## config.mk

```make
export PLATFORM = sky130hd
export DESIGN_NAME = regalu_datapath
export DESIGN_NICKNAME = d
export VERILOG_FILES = /design/src/rtl/dp_pkg.sv /design/src/rtl/dp_regfile.sv /design/src/rtl/dp_alu.sv /design/src/rtl/dp_dmem.sv /design/src/rtl/regalu_datapath.sv
export SDC_FILE = /design/constraint.sdc
export NUM_CORES = 2
export LEC_CHECK = 0
export ABC_AREA = 0
export BUFFER_PORTS_ARGS = -buffer_cell sky130_fd_sc_hd__buf_4
export CAP_MARGIN = 20
export CORE_MARGIN = 5
export CORE_UTILIZATION = 30
export DETAILED_ROUTE_END_ITERATION = 12
export HOLD_SLACK_MARGIN = 0.15
export PLACE_DENSITY_LB_ADDON = 0.2
export SETUP_SLACK_MARGIN = 0.3
export SLEW_MARGIN = 30
export SYNTH_ARGS = -nofsm -noshare
export SYNTH_HDL_FRONTEND = slang
export SYNTH_SLANG_ARGS = --single-unit
```

## constraint.sdc

```tcl
create_clock -name clk -period 15.55 [get_ports clk]
set_input_delay 3.8875 -clock clk [delete_from_list [all_inputs] [get_ports clk]]
set_output_delay 3.8875 -clock clk [all_outputs]
set_load 0.03 [all_outputs]
```

## src/rtl/dp_pkg.sv

```systemverilog
package dp_pkg;

    localparam int OP_W = 5;

    typedef enum logic [OP_W-1:0] {
        OP_PASS_A   = 5'd0,
        OP_INC_A    = 5'd1,
        OP_ADD      = 5'd2,
        OP_ADD_INC  = 5'd3,
        OP_ADD_NOTB = 5'd4,
        OP_SUB      = 5'd5,
        OP_DEC_A    = 5'd6,
        OP_PASS_B   = 5'd7,
        OP_AND      = 5'd8,
        OP_OR       = 5'd9,
        OP_XOR      = 5'd10,
        OP_NOT_A    = 5'd11,
        OP_SHR_B    = 5'd12,
        OP_SHL_B    = 5'd13
    } alu_op_e;

    localparam logic [OP_W-1:0] OP_LAST_VALID = 5'd13;

    typedef struct packed {
        logic v;
        logic c;
        logic n;
        logic z;
    } alu_flags_t;

endpackage

```

## src/rtl/dp_regfile.sv

```systemverilog
module dp_regfile #(
    parameter int W     = 8,
    parameter int NREGS = 4,
    localparam int AW   = $clog2(NREGS)
) (
    input  logic          clk,
    input  logic          rst,
    input  logic          wr_en,
    input  logic [AW-1:0] wr_addr,
    input  logic [W-1:0]  wr_data,
    input  logic [AW-1:0] rd_a_addr,
    input  logic [AW-1:0] rd_b_addr,
    output logic [W-1:0]  rd_a_data,
    output logic [W-1:0]  rd_b_data
);

    typedef struct packed {
        logic [NREGS-1:0][W-1:0] regs;
    } rf_state_t;

    rf_state_t        st_d, st_q;
    logic [NREGS-1:0] load_en;

    // write decoder, gated by the enable
    for (genvar i = 0; i < NREGS; i++) begin : g_dec
        assign load_en[i] = wr_en && (wr_addr == AW'(i));
    end

    always_comb begin
        st_d = st_q;
        for (int i = 0; i < NREGS; i++) begin
            if (load_en[i]) begin
                st_d.regs[i] = wr_data;
            end
        end
        if (rst) begin
            st_d = '0;
        end
    end

    always_ff @(posedge clk) begin
        st_q <= st_d;
    end

    // reads see the registered state only: old value during a write
    assign rd_a_data = st_q.regs[rd_a_addr];
    assign rd_b_data = st_q.regs[rd_b_addr];

    // reset clears every register
    a_r1_reset_clears: assert property (@(posedge clk)
        rst |=> (st_q.regs == '0));

    // an enabled write lands in the addressed register
    a_r2_write_lands: assert property (@(posedge clk) disable iff (rst)
        wr_en |=> (st_q.regs[$past(wr_addr)] == $past(wr_data)));

    // no write enable, no change
    a_r2_hold: assert property (@(posedge clk) disable iff (rst)
        !wr_en |=> $stable(st_q.regs));

endmodule

```

## src/rtl/dp_alu.sv

```systemverilog
module dp_alu
    import dp_pkg::*;
#(
    parameter int W = 8
) (
    input  logic [W-1:0]    a,
    input  logic [W-1:0]    b,
    input  logic [OP_W-1:0] op,
    output logic [W-1:0]    f,
    output alu_flags_t      flags
);

    logic [W-1:0] add_x, add_y, logic_res;
    logic         add_cin, is_arith, is_valid;
    logic [W:0]   sum;

    always_comb begin
        add_x     = '0;
        add_y     = '0;
        add_cin   = 1'b0;
        logic_res = '0;
        is_arith  = 1'b0;
        is_valid  = 1'b1;
        case (op)
            OP_PASS_A:   begin is_arith = 1'b1; add_x = a; end
            OP_INC_A:    begin is_arith = 1'b1; add_x = a; add_cin = 1'b1; end
            OP_ADD:      begin is_arith = 1'b1; add_x = a; add_y = b; end
            OP_ADD_INC:  begin is_arith = 1'b1; add_x = a; add_y = b; add_cin = 1'b1; end
            OP_ADD_NOTB: begin is_arith = 1'b1; add_x = a; add_y = ~b; end
            OP_SUB:      begin is_arith = 1'b1; add_x = a; add_y = ~b; add_cin = 1'b1; end
            OP_DEC_A:    begin is_arith = 1'b1; add_x = a; add_y = '1; end
            OP_PASS_B:   logic_res = b;
            OP_AND:      logic_res = a & b;
            OP_OR:       logic_res = a | b;
            OP_XOR:      logic_res = a ^ b;
            OP_NOT_A:    logic_res = ~a;
            OP_SHR_B:    logic_res = b >> 1;
            OP_SHL_B:    logic_res = b << 1;
            default:     is_valid = 1'b0;
        endcase

        sum = {1'b0, add_x} + {1'b0, add_y} + {{W{1'b0}}, add_cin};

        if (!is_valid) begin
            f = '0;
        end else if (is_arith) begin
            f = sum[W-1:0];
        end else begin
            f = logic_res;
        end

        flags.c = is_arith & sum[W];
        flags.v = is_arith & (add_x[W-1] == add_y[W-1]) & (sum[W-1] != add_x[W-1]);
        flags.n = is_valid & f[W-1];
        flags.z = is_valid & (f == '0);
    end

endmodule

```

## src/rtl/dp_dmem.sv

```systemverilog
module dp_dmem #(
    parameter int W      = 8,
    localparam int DEPTH = 1 << W
) (
    input  logic         clk,
    input  logic         we,
    input  logic [W-1:0] addr,
    input  logic [W-1:0] wdata,
    output logic [W-1:0] rdata
);

    typedef struct packed {
        logic [DEPTH-1:0][W-1:0] words;
    } mem_state_t;

    mem_state_t st_d, st_q;

    always_comb begin
        st_d = st_q;
        if (we) begin
            st_d.words[addr] = wdata;
        end
    end

    // no reset: contents persist across register reset
    always_ff @(posedge clk) begin
        st_q <= st_d;
    end

    assign rdata = st_q.words[addr];

    // a store lands at the address from read port A
    a_r9_store_lands: assert property (@(posedge clk)
        we |=> (st_q.words[$past(addr)] == $past(wdata)));

    // no store, no change
    a_r9_no_store_hold: assert property (@(posedge clk)
        (we == 1'b0) |=> $stable(st_q.words));

endmodule

```

## src/rtl/regalu_datapath.sv

```systemverilog
module regalu_datapath
    import dp_pkg::*;
#(
    parameter int W      = 8,
    parameter int NREGS  = 4,
    localparam int AW    = $clog2(NREGS)
) (
    input  logic            clk,
    input  logic            rst,
    input  logic [AW-1:0]   dst_sel,
    input  logic [AW-1:0]   src_a_sel,
    input  logic [AW-1:0]   src_b_sel,
    input  logic            reg_we,
    input  logic [OP_W-1:0] alu_op,
    input  logic            mem_we,
    input  logic            wb_from_mem,
    output logic [W-1:0]    rd_a,
    output logic [W-1:0]    rd_b,
    output logic [W-1:0]    alu_res,
    output logic            flag_v,
    output logic            flag_c,
    output logic            flag_n,
    output logic            flag_z,
    output logic [W-1:0]    wb_data
);

    logic [W-1:0] mem_rdata;
    alu_flags_t   flags;

    dp_regfile #(.W(W), .NREGS(NREGS)) u_rf (
        .clk       (clk),
        .rst       (rst),
        .wr_en     (reg_we),
        .wr_addr   (dst_sel),
        .wr_data   (wb_data),
        .rd_a_addr (src_a_sel),
        .rd_b_addr (src_b_sel),
        .rd_a_data (rd_a),
        .rd_b_data (rd_b)
    );

    dp_alu #(.W(W)) u_alu (
        .a     (rd_a),
        .b     (rd_b),
        .op    (alu_op),
        .f     (alu_res),
        .flags (flags)
    );

    dp_dmem #(.W(W)) u_mem (
        .clk   (clk),
        .we    (mem_we),
        .addr  (rd_a),
        .wdata (rd_b),
        .rdata (mem_rdata)
    );

    // writeback source select
    always_comb begin
        wb_data = wb_from_mem ? mem_rdata : alu_res;
    end

    assign flag_v = flags.v;
    assign flag_c = flags.c;
    assign flag_n = flags.n;
    assign flag_z = flags.z;

    // zero flag only with a zero result
    a_r7_zero_flag: assert property (@(posedge clk) disable iff (rst)
        flag_z |-> (alu_res == '0));

    // negative flag only with the MSB set
    a_r7_neg_flag: assert property (@(posedge clk) disable iff (rst)
        flag_n |-> alu_res[W-1]);

    // unused codes give zero and no flags
    a_r8_unused_clear: assert property (@(posedge clk) disable iff (rst)
        (alu_op > OP_LAST_VALID) |-> (alu_res == '0 && !flag_v && !flag_c && !flag_n && !flag_z));

    // non-adder codes never raise carry or overflow
    a_r6_logic_no_cv: assert property (@(posedge clk) disable iff (rst)
        (alu_op >= 5'd7) |-> (!flag_c && !flag_v));

endmodule

```

==> flow_summary_export.csv <==
group,metric,value,unit
placed_design,io_buffers,51,
grt,grt_antenna_before_repair,17,
placed_design,hpwl,174000,microns
critical_path,critical_path.startpoint_type,"input pin",
cells_and_area,post-route-util,34.3,%
critical_path,crit_arrival,9.32,ns
critical_path,critPathCaptureType,"output port",
logic_synthesis,synth_top_family_by_area,"multiplexers",
sta,worstMarginPinSlew,1.10,ns
cts,clk_pin_slew,0.06,ns
detailed_routing,first_pass_iters,6,
pwr,leakage,30.0,nW
sta,finalCriticalPeriod,13.21,ns
die,dieWidth,540,microns
logic_synthesis,syn_inst,5279,
cts,cts_buffers,224,
logic_synthesis,syn_nets,5320,
sta,finClkSkew,0.0419,ns
cells_and_area,nNetsFinal,5390,
sta,maxSlewHeadroom,24.8,%
cts,cts_tree,"built",
logic_synthesis,synth.avg_cell_area,16.0,sq um
logic_synthesis,synth_top_area_share,72.9,%
logic_synthesis,synth-seq-cells,2080,
logic_synthesis,synth_warnings,0,
logic_synthesis,synthTopCellsByArea,"edfxtp_1, mux4_2, mux2i_1, nand2_1, nor2_1",
cells_and_area,syn_to_final_growth,13.8,%
logic_synthesis,synthAdderAreaFrac,0.389,%
sta,timing.fmax,0.0757,GHz
logic_synthesis,synthXorXnorAreaFrac,0.0623,%
logic_synthesis,synth-compound-area-share,5.94,%
critical_path,path_cells,"buf_4, mux2i_1, mux2_8, inv_8, buf_4, buf_12, and2_1, a211oi_1, a31oi_1, o221ai_1, a2111oi_1, a211o_1, o32ai_1, nor2_1, buf_4",
grt,grt_start_max_net_pins,207,
sta,fin_crit_sh,85.0,%
die,core,0.280,sq mm
critical_path,cp.required,11.66,ns
detailed_routing,drt_iter0_drc,5097,
sta,finalMaxSlewViolations,0,
pwr,p_per_area,125,mW/mm^2
detailed_routing,wire_per_inst,30.4,microns
grt,grt_use_total,18.7,%
sta,tns,0,ns
placed_design,preCtsSetupSlack,2.28,ns
detailed_routing,routed_wl,281000,microns
job,maxCapViolations,0,
logic_synthesis,yosys.area_share.simple,8.05,%
sta,rsz0062_at_grt,"no",
logic_synthesis,ys_seq_area_share,73.7,%
sta,layout_setup_ws,2.34,ns
sta,setup_violations,0,
cts,postCtsSetupBuffers,0,
grt,grt_overflow,0,
cts,root_buffer,"clkbuf_16",
critical_path,critPathSlowestCell,"a2111oi_1",
cts,clk_latency,0.90,ns
logic_synthesis,synth_edf_count,2048,
critical_path,crit_type,"input pin to output port",
sta,hold_viol,0,
detailed_routing,vias_per_cell,5.23,
detailed_routing,drc,0,
logic_synthesis,synth_mux_area_share,9.43,%
cts,hold_buffers,0,
die,ios,52,
grt,grt_pass1_vias,47200,
logic_synthesis,ys_types,85,
die,die_area,0.292,sq mm
logic_synthesis,synth-async-reset-ratio,0,%
placed_design,place_congestion,0.828,
die,initial_core_util,30.2,%
cts,htree_levels,4,
critical_path,critical_path.most_common_cell,"buf_4",
grt,grt_first_pass_wirelength,390000,microns
logic_synthesis,syn_area,0.0844,sq mm
cells_and_area,drive_gt1_share,14.3,%
detailed_routing,via_count,48300,
die,die_h,540,microns
logic_synthesis,synth_top_area_cell,"edfxtp_1",
detailed_routing,ant_nets,0,
hold_path,hold_path.class,"flop to flop",
status,run_status,"completed",
logic_synthesis,synth_flop_cell,"edfxtp_1",
critical_path,cp_max_fo,73,
die,rows,194,
cts,cts_sinks,2080,
cts,cts_resized,0,
critical_path,slowest_delay,0.99,ns
pwr,vdd.ir_drop.worst,0.0930,mV
cts,clockBufferDepth,4,
## worst max-delay path: cells and delay by family
family	cells	cell delay [ns]
compound gates	6	2.20
buf+inv	5	1.92
mux	2	0.61
simple gates	2	0.51
## where the power goes
| group | total (mW) | leakage (nW) | internal [mW] | switching (mW) |
|---|---|---|---|---|
| Sequential | 6.17 | 18.9 | 6.17 | 0.00430 |
| Combinational | 0.735 | 7.70 | 0.188 | 0.547 |
| Clock | 5.14 | 3.40 | 2.94 | 2.20 |
## final timing paths
check / start / endpoint / slack, ns / cells past startpoint
worst min-delay path: u_rf.st_q[25] / u_rf.st_q[25] / 0.49 / 2
worst max-delay path: src_a_sel[1] / wb_data[3] / 2.34 / 15
worst min register to register: u_rf.st_q[25] / u_rf.st_q[25] / 0.49 / 2
worst max register to register: u_rf.st_q[18] / u_rf.st_q[19] / 10.10 / 13
## Yosys cell counts (6+ instances only)
library cell	number
or4_1	10
a31oi_1	145
nand2b_1	17
nand3b_1	13
clkbuf_1	144
a2111oi_0	25
o2111ai_1	6
and3_1	89
nor2b_1	126
o31ai_1	8
dfxtp_1	32
o22ai_1	87
edfxtp_1	2048
a22oi_1	30
mux4_1	7
a221oi_1	7
nor3_1	18
buf_2	81
buf_4	63
o221ai_1	23
mux2i_1	350
and2_1	19
nand2_1	760
a32oi_1	11
nor2_1	326
o21ai_0	52
buf_1	24
a211o_1	7
nor4_1	30
ha_1	23
inv_1	22
nand4_1	14
buf_6	27
nand3_1	66
a21oi_1	62
a21o_1	9
mux4_2	179
a211oi_1	150
o211ai_1	10
a311oi_1	26
o32ai_1	19
mux2_2	21
## cell type report
cell class / count / area (sq um)
Clock buffer: 261 / 5790
Antenna cell: 3 / 7.51
Timing Repair Buffer: 193 / 1640
Fill cell: 26900 / 184000
Sequential cell: 2080 / 62100
Clock inverter: 132 / 1120
Tap cell: 3724 / 4660
Multi-Input combinational cell: 2823 / 20500
Inverter: 27 / 138
## layout by cell type, fill, tap and decap left out, drive strengths merged, types with 56 or more instances in the layout
| cell type | count |
|---|---|
| a211oi | 150 |
| a21oi | 62 |
| a31oi | 146 |
| and3 | 89 |
| buf | 193 |
| clkbuf | 261 |
| clkinv | 113 |
| edfxtp | 2048 |
| mux2i | 350 |
| mux4 | 186 |
| nand2 | 760 |
| nand3 | 66 |
| nor2 | 327 |
| nor2b | 126 |
| o21ai | 56 |
| o22ai | 88 |
## metal layers
metal	GRT usage (%)	wire, microns	up-vias
li1	-	-	20700
met1	25.7	120000	25400
met2	30.5	133000	1800
met3	3.23	19200	383
met4	5.25	8730	6
met5	0	36	-
## per-stage QoR
step	cell area [sq um]	hold slack, ns	instances	total power, mW
3_3_place_gp	88700	0.478	8841	7.01
5_1_grt	96000	0.524	9241	12.4
2_1_floorplan	84400	0.442	5279	6.69
4_1_cts	95900	0.494	9238	12.1
3_5_place_dp	89000	0.482	8845	7.02
6_report	96000	0.494	9243	12.0
## registers in the layout (all words and copies together), names as in the netlist
register	flops
u_rf.st_q	32
u_mem.st_q	2048
## cell families after synthesis
kind of cell    after synthesis
compound gates              714
xor+xnor                      6
simple gates               1521
flops                      2080
fa+ha+maj                    25
buf+inv                     376
mux                         557
(Power assumes the default switching activity.)
